--- config.mk ---
export PLATFORM = sky130hd
export DESIGN_NAME = pxclk_line_timer
export DESIGN_NICKNAME = d
export VERILOG_FILES = /design/src/rtl/lt_pkg.sv /design/src/rtl/lt_rst_sync.sv /design/src/rtl/lt_divider.sv /design/src/rtl/lt_line_count.sv /design/src/rtl/lt_capture.sv /design/src/rtl/pxclk_line_timer.sv
export SDC_FILE = /design/constraint.sdc
export NUM_CORES = 1
export LEC_CHECK = 0
export BUFFER_PORTS_ARGS = -buffer_cell sky130_fd_sc_hd__buf_4
export CORE_ASPECT_RATIO = 1.5
export CORE_MARGIN = 10
export CORE_UTILIZATION = 59
export CTS_CLUSTER_DIAMETER = 60
export DETAILED_ROUTE_END_ITERATION = 10
export HOLD_SLACK_MARGIN = 0.05
export PLACE_DENSITY = 0.91
export REMOVE_ABC_BUFFERS = 1
export SKIP_LAST_GASP = 1
export SLEW_MARGIN = 20
export SYNTH_ARGS = -nofsm -noshare
export SYNTH_HDL_FRONTEND = slang
export SYNTH_SLANG_ARGS = --single-unit
--- constraint.sdc ---
create_clock -name pix_clk -period 6.4 [get_ports pix_clk]
set_input_delay 1.28 -clock pix_clk [delete_from_list [all_inputs] [get_ports pix_clk]]
set_output_delay 1.28 -clock pix_clk [all_outputs]
set_load 0.005 [all_outputs]
--- src/rtl/lt_pkg.sv ---
package lt_pkg;
  localparam int DIV_W    = 2;
  localparam int LEN_W    = 7;
  localparam int DIV_LSB  = 8;
  localparam int LEN_LSB  = 0;
  localparam int EDGE_BIT = 0;
  localparam int LVL_BIT  = 1;
  localparam int SYNC_LSB = 2;

  typedef struct packed {
    logic [DIV_W-1:0] div;
    logic [LEN_W-1:0] len;
  } line_cfg_t;

  function automatic logic cfg_ok(line_cfg_t c, int min_len);
    return (c.div != '0) && (int'(c.len) >= min_len);
  endfunction
endpackage

--- src/rtl/lt_rst_sync.sv ---
module lt_rst_sync #(
  parameter int STAGES = 2
) (
  input  logic clk,
  input  logic arst_n,
  output logic srst_n
);
  logic [STAGES-1:0] sh_q;

  genvar g;
  generate
    for (g = 0; g < STAGES; g++) begin : g_stage
      if (g == 0) begin : g_first
        always_ff @(posedge clk or negedge arst_n) begin
          if (!arst_n) sh_q[g] <= 1'b0;
          else         sh_q[g] <= 1'b1;
        end
      end else begin : g_next
        always_ff @(posedge clk or negedge arst_n) begin
          if (!arst_n) sh_q[g] <= 1'b0;
          else         sh_q[g] <= sh_q[g-1];
        end
      end
    end
  endgenerate

  assign srst_n = sh_q[STAGES-1];
endmodule

--- src/rtl/lt_divider.sv ---
module lt_divider
  import lt_pkg::*;
#(
  parameter int BASE_RATIO = 4
) (
  input  logic             clk,
  input  logic             rst_n,
  input  logic             run,
  input  logic [DIV_W-1:0] div_code,
  output logic             tick
);
  localparam int MAX_RATIO = (BASE_RATIO << ((1 << DIV_W) - 1)) >> 1;
  localparam int CNT_W     = $clog2(MAX_RATIO);

  logic [CNT_W-1:0] cnt_q, cnt_d;
  logic [CNT_W-1:0] last;

  always_comb begin
    last = CNT_W'(((BASE_RATIO << div_code) >> 1) - 1);
    tick = run && (cnt_q == last);
    if (!run)      cnt_d = '0;
    else if (tick) cnt_d = '0;
    else           cnt_d = cnt_q + 1'b1;
  end

  always_ff @(posedge clk or negedge rst_n) begin
    if (!rst_n) cnt_q <= '0;
    else        cnt_q <= cnt_d;
  end
endmodule

--- src/rtl/lt_line_count.sv ---
module lt_line_count
  import lt_pkg::*;
(
  input  logic             clk,
  input  logic             rst_n,
  input  logic             run,
  input  logic             tick,
  input  logic [LEN_W-1:0] len,
  output logic [LEN_W-1:0] idx,
  output logic             wrap
);
  logic [LEN_W-1:0] idx_d;

  always_comb begin
    wrap = tick && (idx == len - 1'b1);
    if (!run)      idx_d = '0;
    else if (wrap) idx_d = '0;
    else if (tick) idx_d = idx + 1'b1;
    else           idx_d = idx;
  end

  always_ff @(posedge clk or negedge rst_n) begin
    if (!rst_n) idx <= '0;
    else        idx <= idx_d;
  end
endmodule

--- src/rtl/lt_capture.sv ---
module lt_capture #(
  parameter int DATA_W = 18
) (
  input  logic              clk,
  input  logic              rst_n,
  input  logic              on_fall,
  input  logic              lvl_high,
  input  logic              pix_en,
  input  logic [DATA_W-1:0] pix_data,
  output logic [DATA_W-1:0] cap_data,
  output logic              cap_valid
);
  logic              admit;
  logic [DATA_W-1:0] neg_data_q;
  logic              neg_hit_q;
  logic [DATA_W-1:0] data_d;
  logic              valid_d;

  assign admit = lvl_high ? pix_en : ~pix_en;

  always_ff @(negedge clk or negedge rst_n) begin
    if (!rst_n) begin
      neg_data_q <= '0;
      neg_hit_q  <= 1'b0;
    end else begin
      neg_hit_q <= admit;
      if (admit) neg_data_q <= pix_data;
    end
  end

  always_comb begin
    data_d  = cap_data;
    valid_d = 1'b0;
    if (on_fall) begin
      valid_d = neg_hit_q;
      if (neg_hit_q) data_d = neg_data_q;
    end else begin
      valid_d = admit;
      if (admit) data_d = pix_data;
    end
  end

  always_ff @(posedge clk or negedge rst_n) begin
    if (!rst_n) begin
      cap_data  <= '0;
      cap_valid <= 1'b0;
    end else begin
      cap_data  <= data_d;
      cap_valid <= valid_d;
    end
  end
endmodule

--- src/rtl/pxclk_line_timer.sv ---
module pxclk_line_timer
  import lt_pkg::*;
#(
  parameter int DATA_W      = 18,
  parameter int CFG_W       = 16,
  parameter int MIN_LEN     = 16,
  parameter int BASE_RATIO  = 4,
  parameter int SYNC_STAGES = 2
) (
  input  logic              pix_clk,
  input  logic              rst_n,
  input  logic              timing_wr,
  input  logic              capture_wr,
  input  logic [CFG_W-1:0]  cfg_wdata,
  input  logic              pix_en,
  input  logic [DATA_W-1:0] pix_data,
  output logic              op_ce,
  output logic              line_start,
  output logic [LEN_W-1:0]  clk_idx,
  output logic [DATA_W-1:0] cap_data,
  output logic              cap_valid,
  output logic              cfg_err
);
  localparam line_cfg_t RST_CFG = '{div: DIV_W'(1), len: LEN_W'(MIN_LEN)};

  logic      rst_sync_n;
  line_cfg_t pend_q, pend_d, live_q, live_d;
  logic      running_q, running_d;
  logic      fall_q, fall_d, lvl_q, lvl_d;
  logic [1:0] sync_lvl_unused_q, sync_lvl_unused_d;
  logic      run, line_wrap;
  logic      spare_bits_unused;

  assign spare_bits_unused = ^{cfg_wdata[CFG_W-1:DIV_LSB+DIV_W], cfg_wdata[LEN_LSB+LEN_W]};

  lt_rst_sync #(.STAGES(SYNC_STAGES)) u_rst (
    .clk    (pix_clk),
    .arst_n (rst_n),
    .srst_n (rst_sync_n)
  );

  assign cfg_err = !cfg_ok(pend_q, MIN_LEN);
  assign run     = running_q && !cfg_err;

  always_comb begin
    pend_d            = pend_q;
    live_d            = live_q;
    fall_d            = fall_q;
    lvl_d             = lvl_q;
    sync_lvl_unused_d = sync_lvl_unused_q;
    running_d         = !cfg_err;
    if (timing_wr) begin
      pend_d.div = cfg_wdata[DIV_LSB +: DIV_W];
      pend_d.len = cfg_wdata[LEN_LSB +: LEN_W];
    end
    if (capture_wr) begin
      fall_d            = cfg_wdata[EDGE_BIT];
      lvl_d             = cfg_wdata[LVL_BIT];
      sync_lvl_unused_d = cfg_wdata[SYNC_LSB +: 2];
    end
    if (!running_q || line_wrap) live_d = pend_q;
  end

  always_ff @(posedge pix_clk or negedge rst_sync_n) begin
    if (!rst_sync_n) begin
      pend_q            <= RST_CFG;
      live_q            <= RST_CFG;
      running_q         <= 1'b1;
      fall_q            <= 1'b0;
      lvl_q             <= 1'b0;
      sync_lvl_unused_q <= 2'b00;
    end else begin
      pend_q            <= pend_d;
      live_q            <= live_d;
      running_q         <= running_d;
      fall_q            <= fall_d;
      lvl_q             <= lvl_d;
      sync_lvl_unused_q <= sync_lvl_unused_d;
    end
  end

  lt_divider #(.BASE_RATIO(BASE_RATIO)) u_div (
    .clk      (pix_clk),
    .rst_n    (rst_sync_n),
    .run      (run),
    .div_code (live_q.div),
    .tick     (op_ce)
  );

  lt_line_count u_line (
    .clk   (pix_clk),
    .rst_n (rst_sync_n),
    .run   (run),
    .tick  (op_ce),
    .len   (live_q.len),
    .idx   (clk_idx),
    .wrap  (line_wrap)
  );

  assign line_start = run && (clk_idx == '0);

  lt_capture #(.DATA_W(DATA_W)) u_cap (
    .clk       (pix_clk),
    .rst_n     (rst_sync_n),
    .on_fall   (fall_q),
    .lvl_high  (lvl_q),
    .pix_en    (pix_en),
    .pix_data  (pix_data),
    .cap_data  (cap_data),
    .cap_valid (cap_valid)
  );
endmodule

==> summary.txt <==
Layout
  – Number of inserted filler cells in the final layout: between 300 and 400
  – Ant. Diodes: 0
  – Area added between synthesis and finish: 21.4%
  – Nets: around 420
  – Commonest non-fill, non-tap cell in the layout: sky130_fd_sc_hd__nand2_1
  – FF+latch area: 1810 um2
  – Fraction of final layout cells with drive strength greater than 1: roughly 29%
  – Combined area of the multi-input logic cells: approximately 1500 um2
  – Post-layout instance count excluding filler cells: 453
  – Most frequent cells in the layout: sky130_fd_sc_hd__nand2_1, sky130_fd_sc_hd__buf_4, sky130_fd_sc_hd__dfrtp_1

Placement
  – Post-placement cell count: around 440
  – Final weighted congestion in routability-driven placement: about 0.85
  – DPL Wire Length: 5600 um
  – IO Port Bufs: 60

Global routing
  – Global-route wire length before repair: about 13000 um
  – Global route overflow: 0
  – Antenna violations before repair: 0
  – Total GRT Usage: 17.6%
  – Met3 GRT Util: 5.35%
  – Number of global-route vias before repair: 2713
  – Met2 Resource Use GR: ~29%
  – Pin count of the biggest net entering global routing: 38
  – Global route hottest layer: met2
  – Met1 track demand over resource: 19.6%

Timing
  – Final number of max-transition violations: 0
  – Setup-violating endpoint count in the final report: 0
  – Post-route setup TNS: 0 ns
  – Unrepaired setup endpoints after global routing: no
  – Worst-Margin Slew: between 0.7 and 0.8 ns
  – Layout Skew: 0.0180 ns
  – Final hold violation count: 0
  – Worst rel slew slack: 47.0%

Worst hold path
  – Classification of the worst-slack hold path: reg2async

CTS
  – CTS sink cnt: 72
  – H-tree Lvls: 3
  – Clock Root Buffer: sky130_fd_sc_hd__clkbuf_8
  – Number of hold buffers added after CTS: 0
  – Clock latency on the worst-skew pair: 0.34 ns
  – TritonCTS clock tree: done
  – Post-CTS setup repair buffer count: 0
  – Maximum buffer depth of the clock tree: 2
  – CTS buffer count: 9
  – Clock transition at path regs: 0.08 ns
  – Quantity of gates resized following cts: 0

Logic synthesis
  – Cell count after synthesis: 320
  – Number of warnings issued by yosys: 0
  – Dominant synthesized flop cell: sky130_fd_sc_hd__dfrtp_1
  – Sequential cell area fraction in the yosys report: 53.7%
  – Dominant combinational cell family by area after synthesis: simple AND/OR/NAND/NOR gates
  – Xor and xnor area share after synthesis: ~3.1%
  – Post-synth ARST share: 100%
  – Multiplexer fraction of the synthesized cell area: roughly an eighth
  – Adder-cell share of the synthesized area: under 10%
  – #FFs+latches synth: 72
  – Number of flops mapped to enable cells by yosys: 0
  – Basic-gate share of the synthesized area counting and, or, nand and nor cells: 17.4%
  – Syn Area/Cell: 10.5 um2
  – Mapped cell area: 3370 um2
  – Synthesized-area fraction occupied by ao, oa, aoi and oai cells: 8.03%
  – Post-synthesis cell type count: 53

Worst setup path
  – Depth of the worst register-to-register path: 4
  – Worst setup path class: in2reg
  – Crit-path max FO: 19
  – Critical R2R Launch: lvl_q
  – Element type at the critical path end: flip-flop
  – Element type at the critical path start: input pin
  – Critical register-to-register path endpoint: u_cap.neg_data_q[6]
  – Arrival time of the worst setup path: 2.38 ns
  – Setup slack of the most critical reg-to-reg path: 1.62 ns
  – CP required: between 3 and 4 ns

Routing
  – DR vias: between 2000 and 3000
  – Routed Antenna Nets: 0
  – Drt wl/cell: approximately 17 um
  – Total wire length after detailed routing: 7730 um
  – Residual DRC: 0
  – Number of detailed-route iterations in the first pass: 4
  – Violation count after the first detailed-routing iteration: around 150
  – Vias per std cell: about 5.6

Status
  – Status: completed

Floorplan
  – IO Pins: a little under 70
  – Core area: ~5500 um2
  – Std-Cell Rows: 33
  – Area of the die: 9190 um2
  – Chip Height: 113 um
  – X dimension of the die: ~82 um
  – Starting density of the core: 61.3%

Power and ir drop
  – IR Drop Worst-Case VDD: 0.000223 V
  – Power Dens Cells: 334 nW/um2
  – Final Total Pwr: 1360 uW
  – Leakage power: about 0.002 uW

Run
  – Max capacitance violation total: 0
cell usage after synthesis, drive strengths merged (3+ instances only):
cell type | instances | area (um2)
clkbuf | 10 | 37.5
buf | 6 | 35.0
and3 | 6 | 42.5
inv | 7 | 26.3
xor2 | 6 | 52.6
nor3 | 8 | 40.0
nand3 | 9 | 45.0
dfstp | 5 | 131
nand2 | 74 | 278
xnor2 | 6 | 52.6
dfrtn | 19 | 475
or3 | 3 | 23.8
dfrtp | 48 | 1200
mux2 | 20 | 259
ha | 4 | 50.1
nor2 | 10 | 37.5
mux2i | 18 | 180
o21ai | 29 | 145
area by class of cell:
cell class                      instances  share of cell area, %
Sequential cell                        72                   44.3
Multi-Input combinational cell        224                   35.8
Timing Repair Buffer                   64                   11.8
Clock buffer                           13                   4.41
Tap cell                               70                   2.14
Clock inverter                          2                  0.857
Inverter                                8                  0.735
metrics by stage:
stage / worst slack [ns] / util, % / area, um2 / hold slack (ns)
2_1_floorplan: 0.195 / - / 3290 / 0.331
3_3_place_gp: 0.688 / 70.4 / 3870 / 0.341
3_5_place_dp: 0.673 / 70.4 / 3870 / 0.345
4_1_cts: 0.996 / 74.3 / 4080 / 0.370
5_1_grt: 0.858 / 74.4 / 4090 / 0.385
6_report: 0.989 / 74.4 / 4090 / 0.357
cell families (layout without fill, tap and decap cells):
logic type / count (synthesis) / count (layout)
and+or+nand+nor: 125 / 125
xor gates and xnor gates: 12 / 12
AOI/OAI and AO/OA: 44 / 44
buffers and inverters: 24 / 87
adders and majority gates: 4 / 4
DFF: 72 / 72
muxes: 38 / 38
other: 1 / 1
power by group:
group          switching (uW)  total [uW]  internal, uW
Sequential               83.9         639           555
Clock                     162         385           223
Combinational             159         340           181
state kept, by name, summed over array words and instances, names as in the netlist:
register and count:
u_cap.cap_data 18, u_cap.neg_data_q 18, live_q 9, pend_q 9, u_line.idx 7, u_div.cnt_q 4, fall_q 1, lvl_q 1
running_q 1, u_cap.cap_valid 1, u_cap.neg_hit_q 1, u_rst.sh_q 1, u_rst.srst_n 1
how the worst max path moves through the flow:
stage           start  cells after the start  slack [ns]                   to
6_report       pix_en                      5        0.99  u_cap.neg_data_q[6]
3_5_place_dp   pix_en                      5        0.67  u_cap.neg_data_q[6]
4_1_cts        pix_en                      5         1.0  u_cap.neg_data_q[6]
2_1_floorplan  pix_en                      4        0.19  u_cap.neg_data_q[0]
5_1_grt        pix_en                      5        0.86  u_cap.neg_data_q[6]
3_3_place_gp   pix_en                      5        0.69  u_cap.neg_data_q[8]
layer usage:
metal | vias up | routed length (um)
met3 | 16 | 514
met4 | 0 | 210
met1 | 1235 | 2970
met5 | - | 0
met2 | 86 | 4040
li1 | 1204 | -
critical path: stages:
cell and delay, ns:
sky130_fd_sc_hd__buf_4 0.11, sky130_fd_sc_hd__xor2_1 0.18, sky130_fd_sc_hd__clkinv_1 0.50, sky130_fd_sc_hd__nand2_1 0.23, sky130_fd_sc_hd__nand2_1 0.08
(Power assumes the default switching activity.)
